$ cat src/rtl/walk2l_pkg.sv
package walk2l_pkg;

  typedef enum logic [2:0] {
    ST_IDLE,
    ST_DIR,
    ST_TBL,
    ST_DONE,
    ST_FAULT
  } walkState_t;

  typedef struct packed {
    logic loadReq;    // capture request fields
    logic loadEntry;  // capture returned entry
    logic selTbl;     // read address from table level
    logic showPaddr;  // drive translated address on response
  } walkStrobes_t;

endpackage

$ cat src/rtl/walk2l_ctrl.sv
module walk2l_ctrl
  import walk2l_pkg::*;
(
  input  logic         clk,
  input  logic         rstN,
  input  logic         reqValid,
  input  logic         reqNull,
  output logic         reqReady,
  output logic         memRdValid,
  input  logic         memRdReady,
  input  logic         memRspValid,
  input  logic         entryValid,
  output logic         rspValid,
  output logic         rspFault,
  output walkStrobes_t strobes
);

  walkState_t state, stateNext;
  logic issued;
  logic inRead;
  logic rspTaken;

  assign inRead   = (state == ST_DIR) || (state == ST_TBL);
  assign rspTaken = inRead && issued && memRspValid;

  always_comb begin
    stateNext = state;
    unique case (state)
      ST_IDLE:  if (reqValid) stateNext = reqNull ? ST_FAULT : ST_DIR;
      ST_DIR:   if (rspTaken) stateNext = entryValid ? ST_TBL : ST_FAULT;
      ST_TBL:   if (rspTaken) stateNext = entryValid ? ST_DONE : ST_FAULT;
      ST_DONE:  stateNext = ST_IDLE;
      ST_FAULT: stateNext = ST_IDLE;
      default:  stateNext = ST_IDLE;
    endcase
  end

  always_ff @(posedge clk) begin
    if (!rstN) begin
      state  <= ST_IDLE;
      issued <= 1'b0;
    end else begin
      state <= stateNext;
      if (memRdValid && memRdReady) issued <= 1'b1;
      else if (rspTaken)           issued <= 1'b0;
    end
  end

  assign reqReady   = (state == ST_IDLE);
  assign memRdValid = inRead && !issued;
  assign rspValid   = (state == ST_DONE) || (state == ST_FAULT);
  assign rspFault   = (state == ST_FAULT);

  always_comb begin
    strobes           = '0;
    strobes.loadReq   = (state == ST_IDLE) && reqValid;
    strobes.loadEntry = rspTaken;
    strobes.selTbl    = (state == ST_TBL);
    strobes.showPaddr = (state == ST_DONE);
  end

  AST_ONE_OUTSTANDING: assert property (@(posedge clk) disable iff (!rstN)
    $past(memRdValid && memRdReady) |-> !memRdValid) else $error("second read while one pending");

  AST_BUSY_NOT_READY: assert property (@(posedge clk) disable iff (!rstN)
    reqReady |-> !rspValid && !memRdValid) else $error("ready while busy");

  AST_BAD_DIR_STOPS: assert property (@(posedge clk) disable iff (!rstN)
    (state == ST_DIR && rspTaken && !entryValid) |=> rspValid && rspFault && !memRdValid) else $error("walk went on after bad directory entry");

  AST_RSP_PULSE: assert property (@(posedge clk) disable iff (!rstN)
    rspValid |=> !rspValid && reqReady) else $error("response longer than one cycle");

endmodule

$ cat src/rtl/walk2l_datapath.sv
module walk2l_datapath
  import walk2l_pkg::*;
#(
  parameter int ADDR_W = 32,
  parameter int OFF_W  = 13,
  parameter int TBL_W  = 11,
  parameter int ENT_LG = 2
) (
  input  logic              clk,
  input  logic              rstN,
  input  walkStrobes_t      strobes,
  input  logic [ADDR_W-1:0] reqVaddr,
  input  logic [ADDR_W-1:0] reqDirBase,
  input  logic [ADDR_W-1:0] memRspData,
  input  logic              memRdValid,
  input  logic              memRdReady,
  output logic              reqNull,
  output logic              entryValid,
  output logic [ADDR_W-1:0] memRdAddr,
  output logic [ADDR_W-1:0] rspPaddr
);

  localparam int DIR_W  = ADDR_W - OFF_W - TBL_W;
  localparam int PAGE_W = ADDR_W - OFF_W;
  localparam int DIR_LO = OFF_W + TBL_W;

  logic [ADDR_W-1:0] vaddrQ;
  logic [ADDR_W-1:0] baseQ;
  logic [ADDR_W-1:0] entryQ;
  logic [ADDR_W-1:0] dirAddr;
  logic [ADDR_W-1:0] tblAddr;

  always_ff @(posedge clk) begin
    if (!rstN) begin
      vaddrQ <= '0;
      baseQ  <= '0;
      entryQ <= '0;
    end else begin
      if (strobes.loadReq) begin
        vaddrQ <= reqVaddr;
        baseQ  <= reqDirBase;
      end
      if (strobes.loadEntry) entryQ <= memRspData;
    end
  end

  assign reqNull    = (reqVaddr[ADDR_W-1:OFF_W] == '0);
  assign entryValid = memRspData[0];

  assign dirAddr = baseQ + {{(ADDR_W-DIR_W-ENT_LG){1'b0}}, vaddrQ[ADDR_W-1:DIR_LO], {ENT_LG{1'b0}}};

  generate
    if (TBL_W + ENT_LG == OFF_W) begin : g_pageTable
      assign tblAddr = {entryQ[ADDR_W-1:OFF_W], vaddrQ[DIR_LO-1:OFF_W], {ENT_LG{1'b0}}};
    end else begin : g_addTable
      assign tblAddr = {entryQ[ADDR_W-1:OFF_W], {OFF_W{1'b0}}}
                     + {{(ADDR_W-TBL_W-ENT_LG){1'b0}}, vaddrQ[DIR_LO-1:OFF_W], {ENT_LG{1'b0}}};
    end
  endgenerate

  assign memRdAddr = strobes.selTbl ? tblAddr : dirAddr;
  assign rspPaddr  = strobes.showPaddr ? {entryQ[ADDR_W-1:OFF_W], vaddrQ[OFF_W-1:0]} : '0;

  AST_ADDR_HELD: assert property (@(posedge clk) disable iff (!rstN)
    (memRdValid && !memRdReady) |=> memRdValid && $stable(memRdAddr)) else $error("read address moved while pending");

  AST_ENTRY_ALIGNED: assert property (@(posedge clk) disable iff (!rstN)
    (memRdValid && $past(strobes.loadReq) && reqDirBase[ENT_LG-1:0] == '0 && $stable(reqDirBase))
      |-> memRdAddr[ENT_LG-1:0] == '0) else $error("directory read misaligned");

  initial begin
    if (PAGE_W <= 0 || DIR_W <= 0) $error("address split does not fit");
  end

endmodule

$ cat src/rtl/walk2l.sv
module walk2l
  import walk2l_pkg::*;
#(
  parameter int ADDR_W = 32,
  parameter int OFF_W  = 13,
  parameter int TBL_W  = 11,
  parameter int ENT_LG = 2
) (
  input  logic              clk,
  input  logic              rstN,
  input  logic              reqValid,
  output logic              reqReady,
  input  logic [ADDR_W-1:0] reqVaddr,
  input  logic [ADDR_W-1:0] reqDirBase,
  output logic              rspValid,
  output logic              rspFault,
  output logic [ADDR_W-1:0] rspPaddr,
  output logic              memRdValid,
  input  logic              memRdReady,
  output logic [ADDR_W-1:0] memRdAddr,
  input  logic              memRspValid,
  input  logic [ADDR_W-1:0] memRspData
);

  walkStrobes_t strobes;
  logic reqNull;
  logic entryValid;

  walk2l_ctrl u_ctrl (
    .clk        (clk),
    .rstN       (rstN),
    .reqValid   (reqValid),
    .reqNull    (reqNull),
    .reqReady   (reqReady),
    .memRdValid (memRdValid),
    .memRdReady (memRdReady),
    .memRspValid(memRspValid),
    .entryValid (entryValid),
    .rspValid   (rspValid),
    .rspFault   (rspFault),
    .strobes    (strobes)
  );

  walk2l_datapath #(
    .ADDR_W(ADDR_W),
    .OFF_W (OFF_W),
    .TBL_W (TBL_W),
    .ENT_LG(ENT_LG)
  ) u_dp (
    .clk        (clk),
    .rstN       (rstN),
    .strobes    (strobes),
    .reqVaddr   (reqVaddr),
    .reqDirBase (reqDirBase),
    .memRspData (memRspData),
    .memRdValid (memRdValid),
    .memRdReady (memRdReady),
    .reqNull    (reqNull),
    .entryValid (entryValid),
    .memRdAddr  (memRdAddr),
    .rspPaddr   (rspPaddr)
  );

  AST_NULL_FAULTS: assert property (@(posedge clk) disable iff (!rstN)
    (reqValid && reqReady && reqVaddr[ADDR_W-1:OFF_W] == '0) |=> rspValid && rspFault && !memRdValid) else $error("first page not faulted");

  AST_FAULT_ZERO: assert property (@(posedge clk) disable iff (!rstN)
    (rspValid && rspFault) |-> rspPaddr == '0) else $error("fault response carries address");

endmodule

$ cat config.mk
export PLATFORM = sky130hd
export DESIGN_NAME = walk2l
export DESIGN_NICKNAME = d
export VERILOG_FILES = /design/src/rtl/walk2l_pkg.sv /design/src/rtl/walk2l_ctrl.sv /design/src/rtl/walk2l_datapath.sv /design/src/rtl/walk2l.sv
export SDC_FILE = /design/constraint.sdc
export NUM_CORES = 1
export LEC_CHECK = 0
export ABC_AREA = 1
export ABC_CLOCK_PERIOD_IN_PS = 5450
export BUFFER_PORTS_ARGS = -buffer_cell sky130_fd_sc_hd__buf_2
export CAP_MARGIN = 20
export CORE_ASPECT_RATIO = 1.25
export CORE_MARGIN = 10
export CORE_UTILIZATION = 40
export DETAILED_ROUTE_END_ITERATION = 8
export PLACE_DENSITY = 0.68
export SLEW_MARGIN = 0
export SYNTH_ARGS = -nofsm -noshare
export SYNTH_HDL_FRONTEND = slang
export SYNTH_SLANG_ARGS = --single-unit
$ cat constraint.sdc
create_clock -name clk -period 5.45 [get_ports clk]
set_clock_uncertainty 0.2 [all_clocks]
set_input_delay 1.09 -clock clk [delete_from_list [all_inputs] [get_ports clk]]
set_output_delay 1.09 -clock clk [all_outputs]
set_load 0.01 [all_outputs]
## Word-level counts from Yosys, hierarchy flattened

Cells that the tools add are included.

- Word-level logic and storage cells: 36
- Bits in read-only memories: 0
- Register bits: 100
- Output and inout port bits: 68
- Bits in writable memories: 0
- Bits in latches: 0
- Memories: 0

- Divide/modulo/power cells: 0
- Shifts and indexed selects: 0
- Multipliers: 0
- Add/subtract/negate cells: 1
- Muxes and demuxes: 11
- Bitwise logic cells: 0
- Equality and inequality tests: 7
- Reductions and logical operators: 12
- Magnitude comparators: 0

Operator list:

| operator | number |
|---|---|
| $mux W32 | 2 |
| $add A32 B10 Y32 | 1 |
| $logic_not A19 Y1 | 1 |
| $mux W3 | 6 |
| $pmux W3 S3 | 1 |
| $eq A3 B2 Y1 const B | 2 |
| $logic_and A1 B1 Y1 | 5 |
| $ne A2 B2 Y1 const B | 2 |
| $eq A3 B1 Y1 const B | 1 |
| $eq A3 B3 Y1 const B | 1 |
| $logic_not A3 Y1 | 1 |
| $reduce_and A3 Y1 | 1 |
| $logic_or A1 B1 Y1 | 2 |
| $mux W1 | 2 |
| $ne A2 B1 Y1 const B | 1 |
| $reduce_bool A2 Y1 | 1 |
| $logic_not A1 Y1 | 1 |

## Depth between registers and ports, before layout

Gate-level depths: netlist of the first run.

- Word-level depth: 6
- Gate-level depth with buffers: 13
- Depth with buffers taken out: 13

## Modules after synthesis

A second synthesis of the first run with hierarchy kept.

- Cells, all modules: 816
- Area total of the unflattened synthesis: 5019.8 um^2

By module, submodules not included:

| module | cells each | instances | area an instance (um^2) |
|---|---|---|---|
| walk2l_datapath | 768 | 1 | 4675.7 |
| walk2l_ctrl | 48 | 1 | 344.1 |

## Least setup slack after synthesis of the first run

No wires, ideal clock.

- Path kind: reg-to-output
- Start point: register u_dp.baseQ[2]
- End point: output memRdAddr[10]
- Path slack: 2.518 ns
- Cell stages (with the launch flop): 10
- Data arrival time: 1.642 ns
- Path buffers: 0
- Required time: 4.160 ns
- Cells stage by stage: dfxtp_1 -> ha_1 -> fa_1 -> nand3_1 -> nand3_1 -> nand2_1 -> nand2_1 -> a21oi_1 -> o21ai_0 -> o21ai_0

- Longest elaborated chain between the ends: 2

RTL lines:

| element | line | source |
|---|---|---|
| from (decl) | walk2l_datapath.sv:28 | `logic [ADDR_W-1:0] baseQ;` |
| from (signal assigned) | walk2l_datapath.sv:41 | `baseQ <= reqDirBase;` |
| $add A32 B10 Y32 | walk2l_datapath.sv:50 | `assign dirAddr = baseQ + {{(ADDR_W-DIR_W-ENT_LG){1'b0}}, vaddrQ[ADDR_W-1:DIR_LO], {ENT_LG{1'b0}}};` |
| $mux W32 | walk2l_datapath.sv:61 | `assign memRdAddr = strobes.selTbl ? tblAddr : dirAddr;` |
| to (decl) | walk2l.sv:20 | `output logic [ADDR_W-1:0] memRdAddr,` |

No other way between the ends.

## Worst setup path in the final report of the first run

- Start point: register u_ctrl.state[2]
- End point: output memRdAddr[10]

- Longest elaborated chain between the ends: 2

RTL lines:

| element | line | source |
|---|---|---|
| from (decl) | walk2l_ctrl.sv:18 | `walkState_t state, stateNext;` |
| from (signal assigned) | walk2l_ctrl.sv:43 | `state <= stateNext;` |
| $eq A3 B2 Y1 | walk2l_ctrl.sv:58 | `strobes.selTbl = (state == ST_TBL);` |
| $mux W32 | walk2l_datapath.sv:61 |  |

No other way between the ends.

==> results of run 1 <==
-- worst max path at each step --
stage | from | endpoint | slack, ns | cells after the start
after floorplan | u_dp.baseQ[2]$_SDFFE_PN0P_ | memRdAddr[10] | 2.52 | 9
after CTS | u_ctrl.state[2]$_SDFFE_PN0P_ | memRdAddr[10] | 1.46 | 7
after detailed placement | u_ctrl.state[2]$_SDFFE_PN0P_ | memRdAddr[10] | 1.85 | 7
after global routing | u_ctrl.state[2]$_SDFFE_PN0P_ | memRdAddr[10] | 1.27 | 7
after global placement | u_ctrl.state[2]$_SDFFE_PN0P_ | memRdAddr[10] | 1.87 | 7
final | u_ctrl.state[2]$_SDFFE_PN0P_ | memRdAddr[10] | 1.51 | 7
-- sequential cells by signal, summed over array words and instances, names as in the netlist --
register,flops
u_dp.baseQ,32
u_dp.vaddrQ,32
u_dp.entryQ,19
u_ctrl.state,3
u_ctrl.issued,1
-- power by group through the flow --
| stage | logic (mW) | clock network (mW) | registers (mW) |
|---|---|---|---|
| floorplan | 0.716 | 0 | 0.868 |
| global route | 1.12 | 0.687 | 0.899 |
| detailed placement | 0.992 | 0 | 0.891 |
| CTS | 0.995 | 0.658 | 0.880 |
| finish | 0.987 | 0.650 | 0.881 |
| global placement | 0.985 | 0 | 0.890 |
-- cells by family after synthesis --
group,after synthesis,synth area share (%)
compound gates,174,18.23
xor+xnor,2,0.3556
fa+ha+maj,9,2.438
buf+inv,145,11.96
flops,87,35.35
simple gates,363,31.67
-- cells in the mapped netlist (2+ instances only) --
library cell,number
nand3_2,3
ha_1,8
buf_1,3
nor2_1,75
nand2_1,182
buf_6,3
inv_2,3
inv_1,105
nand3_1,73
or2_2,3
dfxtp_1,87
nand4_1,3
or2_1,2
nor2_4,4
xnor2_1,2
nand2_2,8
nor3_1,6
a21oi_1,87
nor2_2,2
buf_2,15
o21ai_0,81
clkbuf_1,15
-- worst max-delay path, stage by stage (launching register included) --
cell	delay [ns]
dfxtp_1	0.40
nor2_1	0.08
nand2_2	0.61
inv_1	0.59
a21oi_1	0.25
o21ai_0	0.11
o21ai_0	0.08
buf_2	0.18
-- area by class of cell --
type,instances,area [sq um],share of cell area (%)
clock buffer,10,239.0,3.926
clock inverter,6,68.82,1.131
inverter,108,405.4,6.660
multi-input combinational,548,2596,42.65
sequential,87,1742,28.61
tap,164,205.2,3.371
timing repair buffer,160,830.8,13.65
-- metal layers --
| metal | vias to the layer above | part of all wire, % | track usage (%) |
|---|---|---|---|
| met2 | 156 | 49 | 30.80 |
| met5 | - | 0 | 0 |
| li1 | 2754 | - | - |
| met4 | 0 | 2.8 | 7.727 |
| met3 | 26 | 6.9 | 5.382 |
| met1 | 2327 | 41 | 20.46 |
==> results by group, run 1 <==
Logic synthesis
  • Top FF cell, synth: dfxtp_1
  • Sequential fraction of the synthesis area: 35.35%
  • Syn. warnings: 0
  • Cells after synthesis: 780
  • Synthesized area: 4927 sq um
  • Syn Nets: 890
  • Yosys reg bits: 87
  • Area leader, netlist: dfxtp_1
  • Synth top area share: 35.35%
  • Asr flop ratio synth: 0%
  • Synth area leaders: dfxtp_1 (35%), nand2_1 (14%), a21oi_1 (8.8%)
  • Count of different cell masters after synthesis: 32
  • Mean Syn Cell Area: 6.317 sq um
  • EDFF count, synth: 0

Pwr
  • Power per cell area: 413.6 nW/um^2
  • Share of total power in combinational logic: 39.2%
  • Switching share of power: 41.17%
  • Switching pwr: 1.037 mW
  • Clk pwr share: 25.8%
  • LEAKAGE: 2.885 nW
  • P_int: 1.481 mW
  • Peak supply drop: 0.0002408 V
  • Pwr Total: 2.518 mW
  • Seq pwr share: 35.0%

Drt
  • DR vias/cell: 4.860
  • Wire per inst: 14.69 um
  • ANT nets after route: 0
  • DRC: 0
  • Initial drt markers: 259
  • Vias: 5263
  • Final WL: 15910 um
  • First-pass DRT Iterations: 5

Final layout
  • Final Instance Area: 6087 sq um
  • Diode count: 0
  • Area delta synth->final: 23.54%
  • Most frequent cells in the layout: nand2_1 (182), buf_2 (156), inv_1 (105), a21oi_1 (87), dfxtp_1 (87)
  • Ratio of cells with drive above 1 in the final layout: 21.98%
  • Post-layout nets: 1024
  • Fin util: 50.28%
  • Final cell count without fillers: 1083
  • Commonest non-fill, non-tap cell in the layout: nand2_1
  • Layout filler cell count: 1290

Timing
  • RSZ-0062 raised after global routing: no
  • Fin crit share: 72.31%
  • Final Max Tran Viols: 0
  • Max-Slew Margin vs Limit: 44.67%
  • Setup TNS Final: 0 ns
  • Endpoints failing setup: 0
  • Fmax: 253.7 MHz
  • Slew @ Worst Pin: 0.8271 ns
  • Final Hold Viols: 0
  • Crit path time final: 3.941 ns
  • Worst setup margin: 1.509 ns
  • Worst hold slack: 0.2477 ns

Clock tree
  • CTS tree: yes
  • CTS Sinks: 87
  • Worst-path clk slew: 0.07 ns
  • Clock latency at the later pin of the worst-skew pair: 0.35 ns
  • # hold bufs at CTS: 0
  • Post_cts resized: 0
  • CTS buffer count: 9
  • Post-CTS Setup Repair Bufs: 0
  • Max Buffers Root-to-Sink: 2
  • H-tree levels: 3
  • Root Driver: clkbuf_16

Die
  • Die area: 17190 sq um
  • Initial Utilization: 40.70%
  • Core area: 12110 sq um
  • IO Count: 169
  • Num rows: 45
  • Chip Width: 119.3 um
  • Die Y: 144.1 um

Run status
  • Outcome: finished, final reports clean

Global routing
  • Vias in the first global route: 5034
  • GR Overflow Total: 0
  • Pin count of the biggest net entering global routing: 67
  • Antenna violations before repair: 0
  • First-pass GRT wire length: 25080 um
  • GRT Util Overall: 18.03%

Worst setup path
  • Reg2reg start: u_ctrl.state[0]$_SDFFE_PN0P_
  • R2R Setup Slk: 2.74 ns
  • Reg-to-Reg End: u_dp.vaddrQ[19]$_SDFFE_PN0P_
  • R2R cell count: 7
  • Worst-path fanout max: 43
  • CP Data Required Time: 4.16 ns
  • WS Path Type: reg -> out
  • Critical path startpoint category: register
  • Critical Path End Type: primary output
  • Worst EP arrival: 2.65 ns

Min path
  • Hold Crit Class: reg -> reg
  • HP Start: u_dp.vaddrQ[19]$_SDFFE_PN0P_
  • Hold Path Depth: 2
  • Hold endpoint: u_dp.vaddrQ[19]$_SDFFE_PN0P_

Placed design
  • Cell Area, Placed: 5752 sq um
  • Placed Cells: 1066
  • Post-DP HPWL: 12040 um
  • IO Port Bufs: 156
  • Place WS: 1.848 ns
  • Routability cong.: 0.8581

Flow run
  • Number of max-cap violations: 0
Power figures use the tool's default switching activity.
==> run 2, diff against run 1 <==
--- a/config.mk
+++ b/config.mk
@@ -6,7 +6,7 @@
 export NUM_CORES = 1
 export LEC_CHECK = 0
 export ABC_AREA = 1
-export ABC_CLOCK_PERIOD_IN_PS = 5450
+export ABC_CLOCK_PERIOD_IN_PS = 4100
 export BUFFER_PORTS_ARGS = -buffer_cell sky130_fd_sc_hd__buf_2
 export CAP_MARGIN = 20
 export CORE_ASPECT_RATIO = 1.25
==> constraint.sdc (replaced) <==
create_clock -name clk -period 4.1 [get_ports clk]
set_clock_uncertainty 0.2 [all_clocks]
set_input_delay 0.82 -clock clk [delete_from_list [all_inputs] [get_ports clk]]
set_output_delay 0.82 -clock clk [all_outputs]
set_load 0.01 [all_outputs]
==> results by group, run 2 (synthesis results as in run 1) <==
Placed design
  • Routability cong.: 0.8909 (+3.8%)
  • Placed Cells: 1070 (+0.38%)
  • Post-DP HPWL: 12200 um (+1.3%)
  • IO Port Bufs: 156 (unchanged)

Drt
  • DRC: 0 (unchanged)
  • Final WL: 15830 um (-0.50%)
  • Initial drt markers: 295 (+14%)
  • Wire per inst: 14.56 um (-0.86%)
  • First-pass DRT Iterations: 4 (-1)
  • DR vias/cell: 4.835 (-0.50%)
  • Vias: 5256 (-0.13%)
  • ANT nets after route: 0 (unchanged)

Worst setup path
  • Worst-path fanout max: 6 (-86%)
  • Critical path startpoint category: register
  • CP Launch Point: u_dp.baseQ[2]$_SDFFE_PN0P_
  • Critical Path End Type: primary output
  • CP Data Required Time: 3.08 ns (-1.08 ns)
  • Worst EP arrival: 2.43 ns (-0.22 ns)
  • Reg2reg start: u_ctrl.state[0]$_SDFFE_PN0P_
  • WS Path Type: reg -> out

Global routing
  • Pin count of the biggest net entering global routing: 56 (-16%)
  • GRT Util Overall: 18.10% (+0.074 points)
  • Antenna violations before repair: 0 (unchanged)
  • Vias in the first global route: 5077 (+0.85%)
  • GR Overflow Total: 0 (unchanged)
  • First-pass GRT wire length: 25340 um (+1.0%)

Die
  • Core area: 12110 sq um (unchanged)
  • IO Count: 169 (unchanged)
  • Die area: 17190 sq um (unchanged)
  • Num rows: 45 (unchanged)
  • Die Y: 144.1 um (unchanged)
  • Chip Width: 119.3 um (unchanged)
  • Initial Utilization: 40.70% (unchanged)

Pwr
  • Seq pwr share: 34.9% (about the same)
  • P_int: 1.971 mW (+33%)
  • Power per cell area: 548.8 nW/um^2 (+33%)
  • Peak supply drop: 0.0003243 V (+35%)
  • Switching share of power: 41.20% (about the same)
  • LEAKAGE: 2.903 nW (+0.61%)
  • Switching pwr: 1.381 mW (+33%)
  • Share of total power in combinational logic: 40.0% (+0.8 points)
  • Clk pwr share: 25.1% (-0.7 points)

Final layout
  • Commonest non-fill, non-tap cell in the layout: nand2_1
  • Post-layout nets: 1028 (+0.39%)
  • Layout filler cell count: 1302 (+0.93%)
  • Biggest regs: u_dp.baseQ x32, u_dp.vaddrQ x32, u_dp.entryQ x19
  • Diode count: 0 (unchanged)
  • Storage element area: 1742 sq um (unchanged)
  • Most frequent cells in the layout: nand2_1 (182), buf_2 (156), inv_1 (105), a21oi_1 (87), dfxtp_1 (87)
  • Final cell count without fillers: 1087 (+0.37%)
  • Area delta synth->final: 23.95%
  • Multi-input gate area: 2596 sq um (unchanged)
  • Ratio of cells with drive above 1 in the final layout: 22.32% (+0.34 points)

Clock tree
  • Worst-path clk slew: 0.06 ns (about the same)
  • # hold bufs at CTS: 0 (unchanged)
  • Root Driver: clkbuf_16
  • CTS buffer count: 9 (unchanged)
  • Max Buffers Root-to-Sink: 2 (unchanged)
  • Post_cts resized: 0 (unchanged)
  • H-tree levels: 3 (unchanged)
  • CTS tree: yes
  • Post-CTS Setup Repair Bufs: 0 (unchanged)
  • CTS Sinks: 87 (unchanged)
  • Clock latency at the later pin of the worst-skew pair: 0.34 ns (about the same)

Timing
  • Fin crit share: 84.07%
  • Max-Slew Margin vs Limit: 49.06% (+4.4 points)
  • Setup TNS Final: 0 ns (unchanged)
  • Final Max Tran Viols: 0 (unchanged)
  • Final Hold Viols: 0 (unchanged)
  • RSZ-0062 raised after global routing: no
  • Fmax: 290.1 MHz
  • Endpoints failing setup: 0 (unchanged)
  • Worst hold slack: 0.2505 ns (+0.002796 ns)
  • Crit path time final: 3.447 ns
  • Slew @ Worst Pin: 0.7633 ns (-0.06375 ns)

Flow run
  • Number of max-cap violations: 0 (unchanged)

Min path
  • Hold Crit Class: reg -> reg
  • HP Start: u_dp.vaddrQ[13]$_SDFFE_PN0P_

Run status
  • Outcome: finished, final reports clean
==> run 2: cell types whose count changed in the layout (fill, tap and decap cells not counted), sizes merged <==
cell / delta
clkinv: +2
clkinvlp: -1
buf: +4
clkbuf: -1
==> run 2: through the flow <==
| step | total power [mW] | worst slack (ns) | cell area, sq um | utilization [%] |
|---|---|---|---|---|
| floorplan | 2.106 | 1.438 | 4927 | - |
| global placement | 2.520 | 1.048 | 5782 | 47.76 |
| detailed placement | 2.530 | 1.034 | 5782 | 47.76 |
| CTS | 3.368 | 0.6397 | 6080 | 50.22 |
| global route | 3.620 | 0.4453 | 6107 | 50.45 |
| finish | 3.352 | 0.6530 | 6107 | 50.45 |
==> run 2: path summary, 6_finish.rpt <==
check / end / slack (ns) / cells past startpoint
worst max register to register: u_dp.vaddrQ[8]$_SDFFE_PN0P_ / 1.84 / 7
worst min-delay path: u_dp.vaddrQ[13]$_SDFFE_PN0P_ / 0.25 / 2
worst min register to register: u_dp.vaddrQ[13]$_SDFFE_PN0P_ / 0.25 / 2
worst max-delay path: memRdAddr[10] / 0.65 / 10
==> run 2: power by group through the flow <==
stage / logic, mW / registers [mW] / clock network, mW
floorplan: 0.952 / 1.15 / 0
global placement: 1.34 / 1.18 / 0
detailed placement: 1.34 / 1.19 / 0
CTS: 1.35 / 1.17 / 0.850
global route: 1.53 / 1.20 / 0.895
finish: 1.34 / 1.17 / 0.842
==> run 2: routing by layer <==
metal / vias to the layer above / part of all wire, % / track usage (%)
li1: 2770 / - / -
met5: - / 0 / 0
met2: 146 / 49 / 30.74
met3: 26 / 5.8 / 4.446
met4: 0 / 2.5 / 6.890
met1: 2314 / 43 / 21.58
==> run 2: final cells by class <==
type | instances | area share (%)
multi-input combinational | 548 | 42.51
tap | 164 | 3.360
sequential | 87 | 28.52
inverter | 108 | 6.638
clock inverter | 7 | 1.188
clock buffer | 9 | 3.688
timing repair buffer | 164 | 14.10
==> run 2: critical path, stage by stage (launching register included) <==
cell	delay [ns]
dfxtp_1	0.32
ha_1	0.22
fa_1	0.48
nand3_1	0.12
nand3_1	0.14
nand2_1	0.10
nand2_1	0.17
a21oi_1	0.18
o21ai_0	0.11
o21ai_0	0.08
buf_2	0.16
==> run 3, diff against run 2 <==
--- a/config.mk
+++ b/config.mk
@@ -6,14 +6,14 @@
 export NUM_CORES = 1
 export LEC_CHECK = 0
 export ABC_AREA = 1
-export ABC_CLOCK_PERIOD_IN_PS = 4100
+export ABC_CLOCK_PERIOD_IN_PS = 3000
 export BUFFER_PORTS_ARGS = -buffer_cell sky130_fd_sc_hd__buf_2
 export CAP_MARGIN = 20
 export CORE_ASPECT_RATIO = 1.25
 export CORE_MARGIN = 10
 export CORE_UTILIZATION = 40
 export DETAILED_ROUTE_END_ITERATION = 8
-export PLACE_DENSITY = 0.68
+export PLACE_DENSITY = 0.71
 export SLEW_MARGIN = 0
 export SYNTH_ARGS = -nofsm -noshare
 export SYNTH_HDL_FRONTEND = slang
==> constraint.sdc (replaced) <==
create_clock -name clk -period 3 [get_ports clk]
set_clock_uncertainty 0.2 [all_clocks]
set_input_delay 0.6 -clock clk [delete_from_list [all_inputs] [get_ports clk]]
set_output_delay 0.6 -clock clk [all_outputs]
set_load 0.01 [all_outputs]
==> results by group, run 3 (synthesis results as in run 1) <==
Timing
  • Crit path time final: 2.916 ns
  • Endpoints failing setup: 0 (unchanged)
  • Max-Slew Margin vs Limit: 52.48% (+3.4 points)
  • Final Max Tran Viols: 0 (unchanged)
  • Fin crit share: 97.20%
  • Final Hold Viols: 0 (unchanged)
  • Worst setup margin: 0.08404 ns (-0.5690 ns)
  • Worst hold slack: 0.2523 ns (+0.001769 ns)
  • Setup TNS Final: 0 ns (unchanged)
  • RSZ-0062 raised after global routing: yes
  • Slew @ Worst Pin: 0.7120 ns (-0.05135 ns)
  • Fmax: 342.9 MHz

Die
  • Initial Utilization: 40.70% (unchanged)
  • Die area: 17190 sq um (unchanged)
  • Chip Width: 119.3 um (unchanged)
  • Num rows: 45 (unchanged)
  • Core area: 12110 sq um (unchanged)
  • Die Y: 144.1 um (unchanged)
  • IO Count: 169 (unchanged)

Worst setup path
  • Worst-path fanout max: 5 (-1)
  • Critical path startpoint category: register
  • Reg-to-Reg End: u_dp.baseQ[16]$_SDFFE_PN0P_
  • R2R Setup Slk: 1.00 ns (-0.84 ns)
  • End point of the critical path: memRdAddr[28]
  • WS Path Type: reg -> out
  • Reg2reg start: u_ctrl.state[0]$_SDFFE_PN0P_
  • Critical Path End Type: primary output
  • R2R cell count: 7 (unchanged)
  • Worst EP arrival: 2.12 ns (-0.31 ns)
  • CP Launch Point: u_dp.baseQ[7]$_SDFFE_PN0P_
  • CP Data Required Time: 2.20 ns (-0.88 ns)

Placed design
  • Cell Area, Placed: 5802 sq um (+0.35%)
  • Place WS: 0.1933 ns (-0.8409 ns)
  • IO Port Bufs: 156 (unchanged)
  • Post-DP HPWL: 12150 um (-0.41%)
  • Routability cong.: 0.8794 (-1.3%)

Global routing
  • GRT Util Overall: 17.83% (-0.27 points)
  • Vias in the first global route: 5063 (-0.28%)
  • GR Overflow Total: 0 (unchanged)
  • Antenna violations before repair: 1 (+1)
  • Pin count of the biggest net entering global routing: 81 (+45%)
  • First-pass GRT wire length: 24900 um (-1.8%)

Final layout
  • Final Instance Area: 6276 sq um (+2.8%)
  • Area delta synth->final: 27.37%
  • Post-layout nets: 1030 (+0.19%)
  • Layout filler cell count: 1291 (-0.84%)
  • Most frequent cells in the layout: nand2_1 (172), buf_2 (156), inv_1 (105), dfxtp_1 (87), a21oi_1 (86)
  • Ratio of cells with drive above 1 in the final layout: 24.86% (+2.5 points)
  • Diode count: 0 (unchanged)
  • Biggest regs: u_dp.baseQ x32, u_dp.vaddrQ x32, u_dp.entryQ x19
  • Commonest non-fill, non-tap cell in the layout: nand2_1

Pwr
  • Switching share of power: 40.29% (-0.91 points)
  • Seq pwr share: 34.6% (-0.3 points)
  • Share of total power in combinational logic: 40.3% (+0.3 points)
  • LEAKAGE: 2.922 nW (+0.68%)
  • Peak supply drop: 0.0005602 V (+73%)
  • P_int: 2.784 mW (+41%)
  • Switching pwr: 1.879 mW (+36%)
  • Clk pwr share: 25.0% (about the same)
  • Power per cell area: 743.0 nW/um^2 (+35%)

Clock tree
  • H-tree levels: 3 (unchanged)
  • Root Driver: clkbuf_16
  • Clock latency at the later pin of the worst-skew pair: 0.34 ns (about the same)
  • Max Buffers Root-to-Sink: 2 (unchanged)
  • CTS buffer count: 9 (unchanged)
  • CTS tree: yes
  • Worst-path clk slew: 0.06 ns (about the same)
  • CTS Sinks: 87 (unchanged)
  • # hold bufs at CTS: 0 (unchanged)

Drt
  • Initial drt markers: 234 (-21%)
  • Wire per inst: 14.69 um (+0.88%)
  • DRC: 0 (unchanged)
  • ANT nets after route: 0 (unchanged)
  • First-pass DRT Iterations: 5 (+1)
  • Vias: 5312 (+1.1%)
  • DR vias/cell: 4.878 (+0.88%)
  • Final WL: 16000 um (+1.1%)

Flow run
  • Number of max-cap violations: 0 (unchanged)

Min path
  • Hold Crit Class: reg -> reg

Run status
  • Outcome: finished, final reports clean
run 3: cell count changes in the layout (fill, tap and decap cells not counted), moves of 3 or more:
cell,change
o21ai_0,-4
o21ai_1,+3
ha_4,+5
nand2_2,+8
nand2_1,-10
nand3_1,-3
ha_1,-7
run 3: worst min path at each step:
stage,start,end,slack [ns],cells past startpoint
4_1_cts,u_dp.vaddrQ[13]$_SDFFE_PN0P_,u_dp.vaddrQ[13]$_SDFFE_PN0P_,0.25,2
3_3_place_gp,u_dp.vaddrQ[13]$_SDFFE_PN0P_,u_dp.vaddrQ[13]$_SDFFE_PN0P_,0.24,2
5_1_grt,u_dp.vaddrQ[19]$_SDFFE_PN0P_,u_dp.vaddrQ[19]$_SDFFE_PN0P_,0.27,2
6_report,u_dp.vaddrQ[13]$_SDFFE_PN0P_,u_dp.vaddrQ[13]$_SDFFE_PN0P_,0.25,2
2_1_floorplan,u_dp.vaddrQ[13]$_SDFFE_PN0P_,u_dp.vaddrQ[13]$_SDFFE_PN0P_,0.22,2
3_5_place_dp,u_dp.vaddrQ[19]$_SDFFE_PN0P_,u_dp.vaddrQ[19]$_SDFFE_PN0P_,0.24,2
run 3: final cells by class:
cell class                 instances  area [sq um]  share of cell area, %
clock buffer                      12         256.5                  4.087
timing repair buffer             166         872.1                  13.90
multi-input combinational        548          2741                  43.68
inverter                         108         405.4                  6.459
clock inverter                     4         53.80                 0.8573
tap                              164         205.2                  3.270
sequential                        87          1742                  27.75
run 3: worst max-delay path, stage by stage, from the launching register on:
cell and delay [ns]:
dfxtp_1 0.32, ha_2 0.36, nand2_1 0.10, nor2_1 0.19, nand3_1 0.19, nand3_4 0.17
nand2_1 0.07, nand2_1 0.06, nand3_1 0.08, nand2_1 0.08, buf_2 0.14
run 3: power groups by stage:
stage          Sequential (mW)  Clock [mW]  Combinational, mW
2_1_floorplan             1.58           0               1.30
3_3_place_gp              1.62           0               1.83
3_5_place_dp              1.62           0               1.84
4_1_cts                   1.60        1.18               1.85
5_1_grt                   1.65        1.23               2.14
6_report                  1.61        1.17               1.88
run 3: per-stage QoR:
step	power (mW)	instances	util (%)
4_1_cts	4.635	1087	50.66
6_report	4.663	1089	51.85
5_1_grt	5.017	1089	51.85
3_3_place_gp	3.444	1071	47.93
2_1_floorplan	2.879	780	-
3_5_place_dp	3.462	1071	47.93
run 3: metal layers:
| layer | global-route usage, % | wire length [um] | vias to the layer above |
|---|---|---|---|
| met5 | 0 | 0 | - |
| met4 | 7.534 | 479 | 0 |
| met3 | 4.563 | 952 | 33 |
| met2 | 30.62 | 7802 | 154 |
| met1 | 20.61 | 6765 | 2354 |
| li1 | - | - | 2771 |
run 3: timing repair:
action                                  in CTS  in global routing
endpoints found under the setup margin       9                 21
setup buffers                                0                  2
resized for setup                            8                 25
pin swaps                                    1                  2
